<file path="src/rtl/core_rst_pkg.sv">
package core_rst_pkg;

  // Mode encoding shared by the controller and its ports.
  localparam logic [1:0] MODE_USER = 2'b00;
  localparam logic [1:0] MODE_SUPV = 2'b01;
  localparam logic [1:0] MODE_EMU  = 2'b10;
  localparam logic [1:0] MODE_RST  = 2'b11;

  // Internal phase of the controller.
  typedef enum logic [1:0] {
    PH_HOLD = 2'b00,
    PH_SEQ  = 2'b01,
    PH_RUN  = 2'b10
  } rst_phase_e;

  // Privileged modes may raise a software reset.
  function automatic logic mode_is_priv(input logic [1:0] m);
    return (m == MODE_SUPV) || (m == MODE_EMU);
  endfunction

  // Modes that the core may select at run time.
  function automatic logic mode_is_settable(input logic [1:0] m);
    return m != MODE_RST;
  endfunction

  // Width of a down-counter that must reach n-1.
  function automatic int seq_cnt_width(input int n);
    return (n <= 2) ? 1 : $clog2(n);
  endfunction

endpackage

</file>
<file path="src/rtl/rst_seq_counter.sv">
module rst_seq_counter
  import core_rst_pkg::*;
#(
  parameter int SEQ_CYCLES = 8
) (
  input  logic clk,
  input  logic rst_ext_n,
  input  logic start_i,
  output logic running_o,
  output logic done_o
);

  localparam int CW = seq_cnt_width(SEQ_CYCLES);
  localparam logic [CW-1:0] LAST = CW'(SEQ_CYCLES - 1);

  logic          run_q;
  logic [CW-1:0] cnt_q;

  // Terminal count of the running countdown.
  assign done_o    = run_q && (cnt_q == '0);
  assign running_o = run_q;

  always_ff @(posedge clk) begin
    if (!rst_ext_n) begin
      run_q <= 1'b0;
      cnt_q <= '0;
    end else if (!run_q) begin
      if (start_i) begin
        run_q <= 1'b1;
        cnt_q <= LAST;
      end
    end else if (done_o) begin
      run_q <= 1'b0;
    end else begin
      cnt_q <= cnt_q - CW'(1);
    end
  end

  AST_CNT_IN_RANGE: assert property (@(posedge clk) disable iff (!rst_ext_n) run_q |-> (cnt_q <= LAST));
  AST_START_NO_RESTART: assert property (@(posedge clk) disable iff (!rst_ext_n) (run_q && start_i && cnt_q != '0) |=> (run_q && cnt_q == $past(cnt_q) - CW'(1)));

endmodule

</file>
<file path="src/rtl/rst_mode_tracker.sv">
module rst_mode_tracker
  import core_rst_pkg::*;
(
  input  logic       clk,
  input  logic       rst_ext_n,
  input  logic       sw_rst_req,
  input  logic       mode_chg_vld,
  input  logic [1:0] mode_chg_val,
  input  logic       seq_done_i,
  output logic       seq_start_o,
  output logic [1:0] mode_o,
  output logic       busy_o,
  output logic       vec_fetch_o
);

  rst_phase_e phase_q;
  logic [1:0] mode_q;
  logic [1:0] ret_q;
  logic       fetch_q;
  logic       was_rst_q;

  // Named events for the countdown and the assertions.
  logic hw_start;
  logic sw_accept;
  logic chg_ok;

  assign hw_start    = (phase_q == PH_HOLD) && rst_ext_n;
  assign sw_accept   = (phase_q == PH_RUN) && sw_rst_req && mode_is_priv(mode_q);
  assign chg_ok      = (phase_q == PH_RUN) && mode_chg_vld && mode_is_settable(mode_chg_val) && !sw_accept;
  assign seq_start_o = hw_start || sw_accept;

  assign busy_o      = (phase_q != PH_RUN);
  assign mode_o      = busy_o ? MODE_RST : mode_q;
  assign vec_fetch_o = fetch_q;

  always_ff @(posedge clk) begin
    was_rst_q <= !rst_ext_n;
    if (!rst_ext_n) begin
      phase_q <= PH_HOLD;
      mode_q  <= MODE_SUPV;
      ret_q   <= MODE_SUPV;
      fetch_q <= 1'b0;
    end else begin
      fetch_q <= 1'b0;
      case (phase_q)
        PH_HOLD: begin
          phase_q <= PH_SEQ;
          ret_q   <= MODE_SUPV;
        end
        PH_SEQ: begin
          if (seq_done_i) begin
            phase_q <= PH_RUN;
            mode_q  <= ret_q;
            fetch_q <= 1'b1;
          end
        end
        PH_RUN: begin
          if (sw_accept) begin
            phase_q <= PH_SEQ;
            ret_q   <= mode_q;
          end else if (chg_ok) begin
            mode_q <= mode_chg_val;
          end
        end
        default: phase_q <= PH_HOLD;
      endcase
    end
  end

  always_comb begin
    if (was_rst_q === 1'b1) begin
      AST_HOLD_IN_RESET: assert (busy_o && mode_o == MODE_RST && !vec_fetch_o);
    end
  end

  AST_SEQ_TO_FETCH: assert property (@(posedge clk) disable iff (!rst_ext_n) seq_done_i |=> (vec_fetch_o && !busy_o));
  AST_FETCH_SINGLE: assert property (@(posedge clk) disable iff (!rst_ext_n) vec_fetch_o |=> !vec_fetch_o);
  AST_PRIV_REQ_TAKEN: assert property (@(posedge clk) disable iff (!rst_ext_n) (!busy_o && sw_rst_req && (mode_o == MODE_SUPV || mode_o == MODE_EMU)) |=> (busy_o && mode_o == MODE_RST));
  AST_END_PRIV: assert property (@(posedge clk) disable iff (!rst_ext_n) $fell(busy_o) |-> ((mode_o == MODE_SUPV || mode_o == MODE_EMU) && vec_fetch_o));
  AST_USER_REQ_DROPPED: assert property (@(posedge clk) disable iff (!rst_ext_n) (!busy_o && sw_rst_req && mode_o == MODE_USER && !mode_chg_vld) |=> (!busy_o && mode_o == MODE_USER));
  AST_RESERVED_CHG_IGNORED: assert property (@(posedge clk) disable iff (!rst_ext_n) (!busy_o && mode_chg_vld && mode_chg_val == MODE_RST && !sw_rst_req) |=> $stable(mode_o));

endmodule

</file>
<file path="src/rtl/rst_strap_latch.sv">
module rst_strap_latch #(
  parameter int BOOT_W = 2,
  parameter int MSEL_W = 5
) (
  input  logic              clk,
  input  logic              rst_ext_n,
  input  logic [BOOT_W-1:0] boot_pins,
  input  logic [MSEL_W-1:0] msel_pins,
  output logic [BOOT_W-1:0] boot_mode_o,
  output logic [MSEL_W-1:0] clk_sel_o
);

  // Sampled on every edge of the external reset: the last one wins.
  always_ff @(posedge clk) begin
    if (!rst_ext_n) begin
      boot_mode_o <= boot_pins;
      clk_sel_o   <= msel_pins;
    end
  end

  AST_STRAP_HELD: assert property (@(posedge clk) disable iff (!rst_ext_n) rst_ext_n |=> ($stable(boot_mode_o) && $stable(clk_sel_o)));

endmodule

</file>
<file path="src/rtl/rst_state_init.sv">
module rst_state_init #(
  parameter int IRQ_W    = 16,
  parameter int GDIS_BIT = 4
) (
  input  logic             clk,
  input  logic             rst_ext_n,
  input  logic             load_i,
  output logic [IRQ_W-1:0] ipend_o,
  output logic [IRQ_W-1:0] imask_o,
  output logic [IRQ_W-1:0] ilat_o,
  output logic             cyc_cnt_en_o,
  output logic             prot_tbl_en_o,
  output logic             icache_en_o,
  output logic             dcache_en_o,
  output logic             round_unbiased_o
);

  // Pending word with only the global-disable bit set.
  function automatic logic [IRQ_W-1:0] pend_init();
    logic [IRQ_W-1:0] v;
    v = '0;
    v[GDIS_BIT] = 1'b1;
    return v;
  endfunction

  localparam logic [IRQ_W-1:0] PEND_INIT = pend_init();

  always_ff @(posedge clk) begin
    if (load_i) begin
      ipend_o          <= PEND_INIT;
      imask_o          <= '0;
      ilat_o           <= '0;
      cyc_cnt_en_o     <= 1'b0;
      prot_tbl_en_o    <= 1'b0;
      icache_en_o      <= 1'b0;
      dcache_en_o      <= 1'b0;
      round_unbiased_o <= 1'b1;
    end
  end

  AST_IRQ_ON_EXIT: assert property (@(posedge clk) disable iff (!rst_ext_n) $fell(load_i) |-> (ipend_o == PEND_INIT && imask_o == '0 && ilat_o == '0));
  AST_ENABLES_ON_EXIT: assert property (@(posedge clk) disable iff (!rst_ext_n) $fell(load_i) |-> (!cyc_cnt_en_o && !prot_tbl_en_o && !icache_en_o && !dcache_en_o && round_unbiased_o));

endmodule

</file>
<file path="src/rtl/core_reset_ctrl.sv">
module core_reset_ctrl
  import core_rst_pkg::*;
#(
  parameter int                SEQ_CYCLES = 8,
  parameter int                ADDR_W     = 32,
  parameter logic [ADDR_W-1:0] RESET_VEC  = 32'h0000_1000,
  parameter int                IRQ_W      = 16,
  parameter int                GDIS_BIT   = 4,
  parameter int                BOOT_W     = 2,
  parameter int                MSEL_W     = 5
) (
  input  logic              clk,
  input  logic              rst_ext_n,
  input  logic              sw_rst_req,
  input  logic              mode_chg_vld,
  input  logic [1:0]        mode_chg_val,
  input  logic [BOOT_W-1:0] boot_pins,
  input  logic [MSEL_W-1:0] msel_pins,
  output logic [1:0]        mode_o,
  output logic              busy_o,
  output logic              vec_fetch_o,
  output logic [ADDR_W-1:0] vec_addr_o,
  output logic [IRQ_W-1:0]  ipend_o,
  output logic [IRQ_W-1:0]  imask_o,
  output logic [IRQ_W-1:0]  ilat_o,
  output logic              cyc_cnt_en_o,
  output logic              prot_tbl_en_o,
  output logic              icache_en_o,
  output logic              dcache_en_o,
  output logic              round_unbiased_o,
  output logic [BOOT_W-1:0] boot_mode_o,
  output logic [MSEL_W-1:0] clk_sel_o
);

  logic seq_start;
  logic seq_done;
  logic seq_running;

  rst_seq_counter #(.SEQ_CYCLES(SEQ_CYCLES)) u_cnt (
    .clk       (clk),
    .rst_ext_n (rst_ext_n),
    .start_i   (seq_start),
    .running_o (seq_running),
    .done_o    (seq_done)
  );

  rst_mode_tracker u_mode (
    .clk          (clk),
    .rst_ext_n    (rst_ext_n),
    .sw_rst_req   (sw_rst_req),
    .mode_chg_vld (mode_chg_vld),
    .mode_chg_val (mode_chg_val),
    .seq_done_i   (seq_done),
    .seq_start_o  (seq_start),
    .mode_o       (mode_o),
    .busy_o       (busy_o),
    .vec_fetch_o  (vec_fetch_o)
  );

  rst_strap_latch #(.BOOT_W(BOOT_W), .MSEL_W(MSEL_W)) u_strap (
    .clk         (clk),
    .rst_ext_n   (rst_ext_n),
    .boot_pins   (boot_pins),
    .msel_pins   (msel_pins),
    .boot_mode_o (boot_mode_o),
    .clk_sel_o   (clk_sel_o)
  );

  rst_state_init #(.IRQ_W(IRQ_W), .GDIS_BIT(GDIS_BIT)) u_init (
    .clk              (clk),
    .rst_ext_n        (rst_ext_n),
    .load_i           (busy_o),
    .ipend_o          (ipend_o),
    .imask_o          (imask_o),
    .ilat_o           (ilat_o),
    .cyc_cnt_en_o     (cyc_cnt_en_o),
    .prot_tbl_en_o    (prot_tbl_en_o),
    .icache_en_o      (icache_en_o),
    .dcache_en_o      (dcache_en_o),
    .round_unbiased_o (round_unbiased_o)
  );

  assign vec_addr_o = RESET_VEC;

  // The counter runs only inside a busy phase.
  AST_COUNT_WITHIN_BUSY: assert property (@(posedge clk) disable iff (!rst_ext_n) seq_running |-> busy_o);

endmodule

</file>
<file path="config.mk">
export PLATFORM = sky130hd
export DESIGN_NAME = core_reset_ctrl
export DESIGN_NICKNAME = d
export VERILOG_FILES = /design/src/rtl/core_rst_pkg.sv /design/src/rtl/rst_seq_counter.sv /design/src/rtl/rst_mode_tracker.sv /design/src/rtl/rst_strap_latch.sv /design/src/rtl/rst_state_init.sv /design/src/rtl/core_reset_ctrl.sv
export SDC_FILE = /design/constraint.sdc
export NUM_CORES = 1
export LEC_CHECK = 0
export ABC_AREA = 1
export BUFFER_PORTS_ARGS = -buffer_cell sky130_fd_sc_hd__buf_2
export CORE_MARGIN = 2
export CORE_UTILIZATION = 30
export DETAILED_ROUTE_END_ITERATION = 8
export PLACE_DENSITY_LB_ADDON = 0.15
export SLEW_MARGIN = 20
export SYNTH_ARGS = -nofsm -noshare
export SYNTH_HDL_FRONTEND = slang
export SYNTH_HIERARCHICAL = 1
export SYNTH_SLANG_ARGS = --single-unit
</file>
<file path="constraint.sdc">
create_clock -name clk -period 1.8 [get_ports clk]
set_input_delay 0.09 -clock clk [delete_from_list [all_inputs] [get_ports clk]]
set_output_delay 0.09 -clock clk [all_outputs]
set_load 0.01 [all_outputs]
</file>
==> impl_metrics.yaml, run 1 <==
outcome:
  status: "completed"
worst_setup_path:
  crit_end: "u_cnt/cnt_q[2]$_SDFFE_PN0P_"
  startpoint: "u_mode/phase_q[1]$_SDFFE_PN0P_"
  arrival_ns: 1.63
  reg2regPathDepth: 10
  critical_path.max_fanout: 5
  end_kind: "register"
  worstReg2RegStart: "u_mode/phase_q[1]$_SDFFE_PN0P_"
  regToRegEndpoint: "u_cnt/cnt_q[2]$_SDFFE_PN0P_"
  startpoint_type: "register"
  r2r_slack_ns: 0.32
  worst-setup-path-type: "register to register"
  required_ns: 1.95
job:
  drv_cap: 0
clock_tree:
  ctsResizeCount: 0
  post_cts_buffers: 0
  cts-hold-fix-buffers: 0
  cts.sinks: 18
  htree_num_levels: 1
  cts_max_path_buffers: 2
  root_buffer: "clkbuf_8"
  path_clk_slew_ns: 0.06
  clk_latency_ns: 0.25
  cts_tree: "done"
  tritoncts.num_buffers: 3
yosys:
  yosysSeqAreaShare: 0.2881
  synth_xor_area_frac: 0
  synth_area_per_cell_um2: 7.661
  synth_compound_area_frac: 0.03015
  yosysTopAreaCellShare: 0.4271
  synth_top_family_by_area: "buffers and inverters"
  synthMuxAreaShare: 0
  yosys.area_share.adder: 0.01675
  syn_area_um2: 1494
  yosys-top-cells-area: "buf_4 43%, dfxtp_1 15%, edfxtp_1 14%, nand2_1 8.0%, inv_1 4.5%"
  ys_ff_latch: 18
  yosys_warnings: 6
  synth.distinct_cells: 18
  post_synth_inst_count: 195
  yosys.area.top_type: "buf_4"
  synth-simple-area-share: 0.1801
timing:
  report.final.slew_viol_count: 0
  rsz0062_at_grt: "false"
  skew_ns: 0.002099
  setup-tns-final_ns: 0
  min_period_ns: 1.483
  timing.fmax_mhz: 674.5
  final-hold-violation-count: 0
  finalCritPeriodShare: 0.8237
  finalSetupViolations: 0
die:
  rows: 25
  ios: 109
  die-height_um: 74.57
  core_um2: 4755
  die-area_um2: 5560
  die_x_um: 74.57
  start_util: 0.3142
placement:
  portBuffers: 23
  gp_congestion: 0.7587
  dp_hpwl_um: 1678
  dpl.cell_count: 281
  place_area_um2: 1359
global_route:
  overflow: 0
  grt_pass1_vias: 684
  antenna_found_initial: 0
  grt_max_degree: 12
  grt_pass1_wl_um: 2994
  grt_usage: 0.07003
detailed_routing:
  viasPerCell: 3.239
  drcViolationCount: 0
  wirelength_um: 1944
  ant_nets: 0
  vias: 923
  drtIter0Drc: 32
  drtPass1Iterations: 4
  wl_per_cell_um: 6.821
power_and_ir_drop:
  intPower_mw: 0.6927
  swShare: 0.3312
  ir_drop_uv: 217.2
  p_leak_nw: 0.7990
  p_per_area_nw_per_um2: 737.8
  p_comb_frac: 0.261
  seqPwrFrac: 0.469
  p_sw_mw: 0.3430
  clkPwrFrac: 0.270
final_layout:
  layout_common_cells: "85 x conb_1, 32 x nand2_1, 23 x buf_2"
  final_common_cell: "conb_1"
  final_area_um2: 1404
  final_cells: 285
  finalCoreUtilization: 0.2953
  n_fill_cell: 526
  drive_gt1_frac: 0.1743
  diodes: 0
  fin_nets: 234
  syn_to_final_growth_pct: -6.030
worst_hold_path:
  hold_path.class: "input pin to register"
per-layer routing:
metal,global-route usage,vias up,routed length (um)
met5,0,-,0
met4,0.03571,0,25
met3,0.01762,2,236
met2,0.1160,63,903
met1,0.08381,392,778
li1,-,466,-
Yosys cell counts, drive strengths merged:
library cell	instances
nand3	11
buf	85
a21oi	6
nor2	8
nand2	37
o21ai	3
inv	19
dfxtp	11
ha	2
conb	4
edfxtp	7
or2	2
per-stage QoR:
step | hold WS (ns) | total power, mW | setup slack (ns)
2_1_floorplan | 0.1590 | 0.8406 | 0.4410
3_3_place_gp | 0.2664 | 0.7658 | 0.3281
3_5_place_dp | 0.2695 | 0.7632 | 0.3164
4_1_cts | 0.005339 | 1.050 | 0.3071
5_1_grt | 0.0005617 | 1.123 | 0.09469
6_report | 0.01371 | 1.036 | 0.3173
worst max-delay path, stage by stage (launching register included):
cell and delay [ns]:
dfxtp_1 0.40, nand2_2 0.11, nor2_2 0.10, nand2_2 0.08, o21ai_1 0.13, inv_1 0.08, a21oi_1 0.15, or2_1 0.13
nand2_2 0.08, nand3_2 0.06, nand2_1 0.05
layout make-up:
cell class / instances / area [um^2] / area share
Multi-Input combinational cell: 154 / 658.1 / 0.4688
Sequential cell: 18 / 430.4 / 0.3066
Timing Repair Buffer: 23 / 115.1 / 0.08200
Tap cell: 67 / 83.83 / 0.05971
Inverter: 19 / 71.32 / 0.05080
Clock buffer: 4 / 45.04 / 0.03209
cells by family after synthesis:
logic type / Yosys count
adder cells (fa/ha/maj): 2
AO/OA/AOI/OAI: 9
AND/OR/NAND/NOR: 58
buffers and inverters: 104
flip-flops: 18
other: 4
flip-flops by register name (all words and copies together) (netlist names):
register and flops:
u_cnt/running_o 1, u_strap/boot_mode_o 2, u_mode/phase_q 2, u_mode/mode_q 2, u_mode/ret_q 2, u_mode/vec_fetch_o 1, u_cnt/cnt_q 3, u_strap/clk_sel_o 5
power by group through the flow:
| stage | Sequential (mW) | Clock, mW | Combinational, mW |
|---|---|---|---|
| floorplan | 0.499 | 0 | 0.342 |
| global placement | 0.496 | 0 | 0.270 |
| detailed placement | 0.495 | 0 | 0.268 |
| CTS | 0.486 | 0.295 | 0.269 |
| global route | 0.492 | 0.311 | 0.320 |
| finish | 0.486 | 0.280 | 0.270 |
how the worst min path moves through the flow:
stage,endpoint,start,cells past startpoint,slack (ns)
finish,u_strap/clk_sel_o[3]$_DFFE_PN_,msel_pins[3],1,0.01
global route,u_strap/clk_sel_o[3]$_DFFE_PN_,msel_pins[3],1,0.0006
global placement,u_strap/clk_sel_o[2]$_DFFE_PN_,msel_pins[2],1,0.27
CTS,u_strap/clk_sel_o[1]$_DFFE_PN_,msel_pins[1],1,0.005
detailed placement,u_strap/clk_sel_o[1]$_DFFE_PN_,msel_pins[1],1,0.27
floorplan,u_mode/ret_q[0]$_SDFFE_PN1P_,rst_ext_n,1,0.16
Power figures use the tool's default switching activity.
==> run 2, diff against run 1 <==
clock period = 1.5 ns   (was 1.8 ns; I/O delays follow)
==> impl_metrics.yaml, run 2 (synthesis gave the netlist of run 1 again) <==
worst_setup_path:
  regToRegEndpoint: "u_cnt/cnt_q[0]$_SDFFE_PN0P_"
  critical_path.max_fanout: 4
  reg2regPathDepth: 9
  required_ns: 1.68
  r2r_slack_ns: 0.14
  worst-setup-path-type: "register to register"
  worstReg2RegStart: "u_mode/phase_q[0]$_SDFFE_PN0P_"
  startpoint_type: "register"
  arrival_ns: 1.54
  end_kind: "register"
outcome:
  status: "completed"
detailed_routing:
  drcViolationCount: 0
  drtPass1Iterations: 4
  vias: 951
  drtIter0Drc: 40
  wirelength_um: 2084
  viasPerCell: 3.202
  ant_nets: 0
  wl_per_cell_um: 7.017
final_layout:
  finalCoreUtilization: 0.3187
  reg.largest.list: "u_strap/clk_sel_o: 5 flops, u_cnt/cnt_q: 3 flops"
  n_fill_cell: 546
  final_area_um2: 1515
  syn_to_final_growth_pct: 1.424
  top_register: "u_strap/clk_sel_o"
  diodes: 0
  largest_reg_flops: 5
  final_common_cell: "conb_1"
  fin_nets: 246
  layout_common_cells: "85 x conb_1, 32 x nand2_1, 23 x buf_2"
  drive_gt1_frac: 0.1957
worst_hold_path:
  hold_path.class: "input pin to register"
  min_path_cells: 2
  whs_endpoint: "u_mode/ret_q[0]$_SDFFE_PN1P_"
  min_from: "rst_ext_n"
placement:
  place_area_um2: 1396
  dp_hpwl_um: 1717
  portBuffers: 23
  gp_congestion: 0.7849
clock_tree:
  root_buffer: "clkbuf_8"
  cts.sinks: 18
  clk_latency_ns: 0.25
  cts_tree: "done"
  post_cts_buffers: 0
  path_clk_slew_ns: 0.07
  tritoncts.num_buffers: 3
  cts_max_path_buffers: 2
  htree_num_levels: 1
die:
  core_um2: 4755
  ios: 109
  rows: 25
  die-height_um: 74.57
  die-area_um2: 5560
  die_x_um: 74.57
  start_util: 0.3142
global_route:
  grt_usage: 0.06693
  antenna_found_initial: 0
  grt_pass1_vias: 663
  grt_max_degree: 12
  overflow: 0
  grt_pass1_wl_um: 2808
timing:
  report.final.slew_viol_count: 0
  setup-tns-final_ns: 0
  final-hold-violation-count: 0
  skew_ns: 0.001792
  rsz0062_at_grt: "false"
  min_period_ns: 1.357
  finalCritPeriodShare: 0.9048
  timing.fmax_mhz: 736.8
  finalSetupViolations: 0
power_and_ir_drop:
  p_per_area_nw_per_um2: 841.2
  p_leak_nw: 0.8534
  ir_drop_uv: 235.9
job:
  drv_cap: 0
==> run 2: changes by cell type in the layout (fill, tap and decap cells not counted), sizes merged <==
cell / delta
buf: +5
dlygate4sd3: +7
clkbuf: -1
clkinv: +1
==> run 2: cell type report <==
class	instances	area [um^2]	share of cell area
Multi-Input combinational cell	154	661.9	0.4368
Sequential cell	18	430.4	0.2841
Timing Repair Buffer	35	222.7	0.1470
Tap cell	67	83.83	0.05533
Inverter	19	71.32	0.04707
Clock buffer	3	41.29	0.02725
Clock inverter	1	3.754	0.002477
==> run 2: repair_timing <==
action                                 4_1_cts  5_1_grt
hold buffers                                 6        1
endpoints found under the hold margin        6        1
resized for setup                            0        2
setup endpoints to repair                    0        4
==> run 2: metrics by stage <==
step	power (mW)	hold WS (ns)	worst slack, ns	std cells
final	1.275	0.1130	0.1427	297
after CTS	1.285	0.001071	0.06264	296
after global placement	0.9313	0.2512	0.08130	286
after detailed placement	0.9268	0.2541	0.07722	286
after global routing	1.372	0.1199	0.02298	297
after floorplan	1.009	0.1440	0.1410	276
==> run 2: worst max path at each step <==
stage	from	end	slack [ns]	cells after the start
floorplan	u_mode/phase_q[0]$_SDFFE_PN0P_	u_cnt/cnt_q[2]$_SDFFE_PN0P_	0.14	11
global placement	u_mode/phase_q[0]$_SDFFE_PN0P_	u_cnt/cnt_q[0]$_SDFFE_PN0P_	0.08	10
detailed placement	u_mode/phase_q[0]$_SDFFE_PN0P_	u_cnt/cnt_q[2]$_SDFFE_PN0P_	0.08	11
CTS	u_mode/phase_q[0]$_SDFFE_PN0P_	u_cnt/cnt_q[0]$_SDFFE_PN0P_	0.06	10
global route	u_mode/phase_q[0]$_SDFFE_PN0P_	u_cnt/cnt_q[0]$_SDFFE_PN0P_	0.02	9
finish	u_mode/phase_q[0]$_SDFFE_PN0P_	u_cnt/cnt_q[0]$_SDFFE_PN0P_	0.14	9
==> run 2: layer usage <==
metal,up-vias,GRT usage,wire [um]
met3,2,0.01626,202
met2,61,0.1091,990
met4,0,0.04167,25
li1,491,-,-
met5,-,0,0
met1,397,0.07875,865
==> run 2: worst max-delay path: stages, from the launching register on <==
cell and delay (ns):
dfxtp_1 0.33, inv_2 0.08, nand2_2 0.06, nor2_2 0.09
nand2_2 0.06, buf_4 0.14, a21oi_1 0.17, or2_1 0.13
nand2_2 0.08, a21oi_1 0.15
==> run 2: where the power goes <==
part / leakage (nW) / internal (mW) / total (mW) / switching, mW
Sequential: 0.159 / 0.555 / 0.578 / 0.0227
Clock: 0.0231 / 0.182 / 0.336 / 0.154
Combinational: 0.671 / 0.112 / 0.361 / 0.249
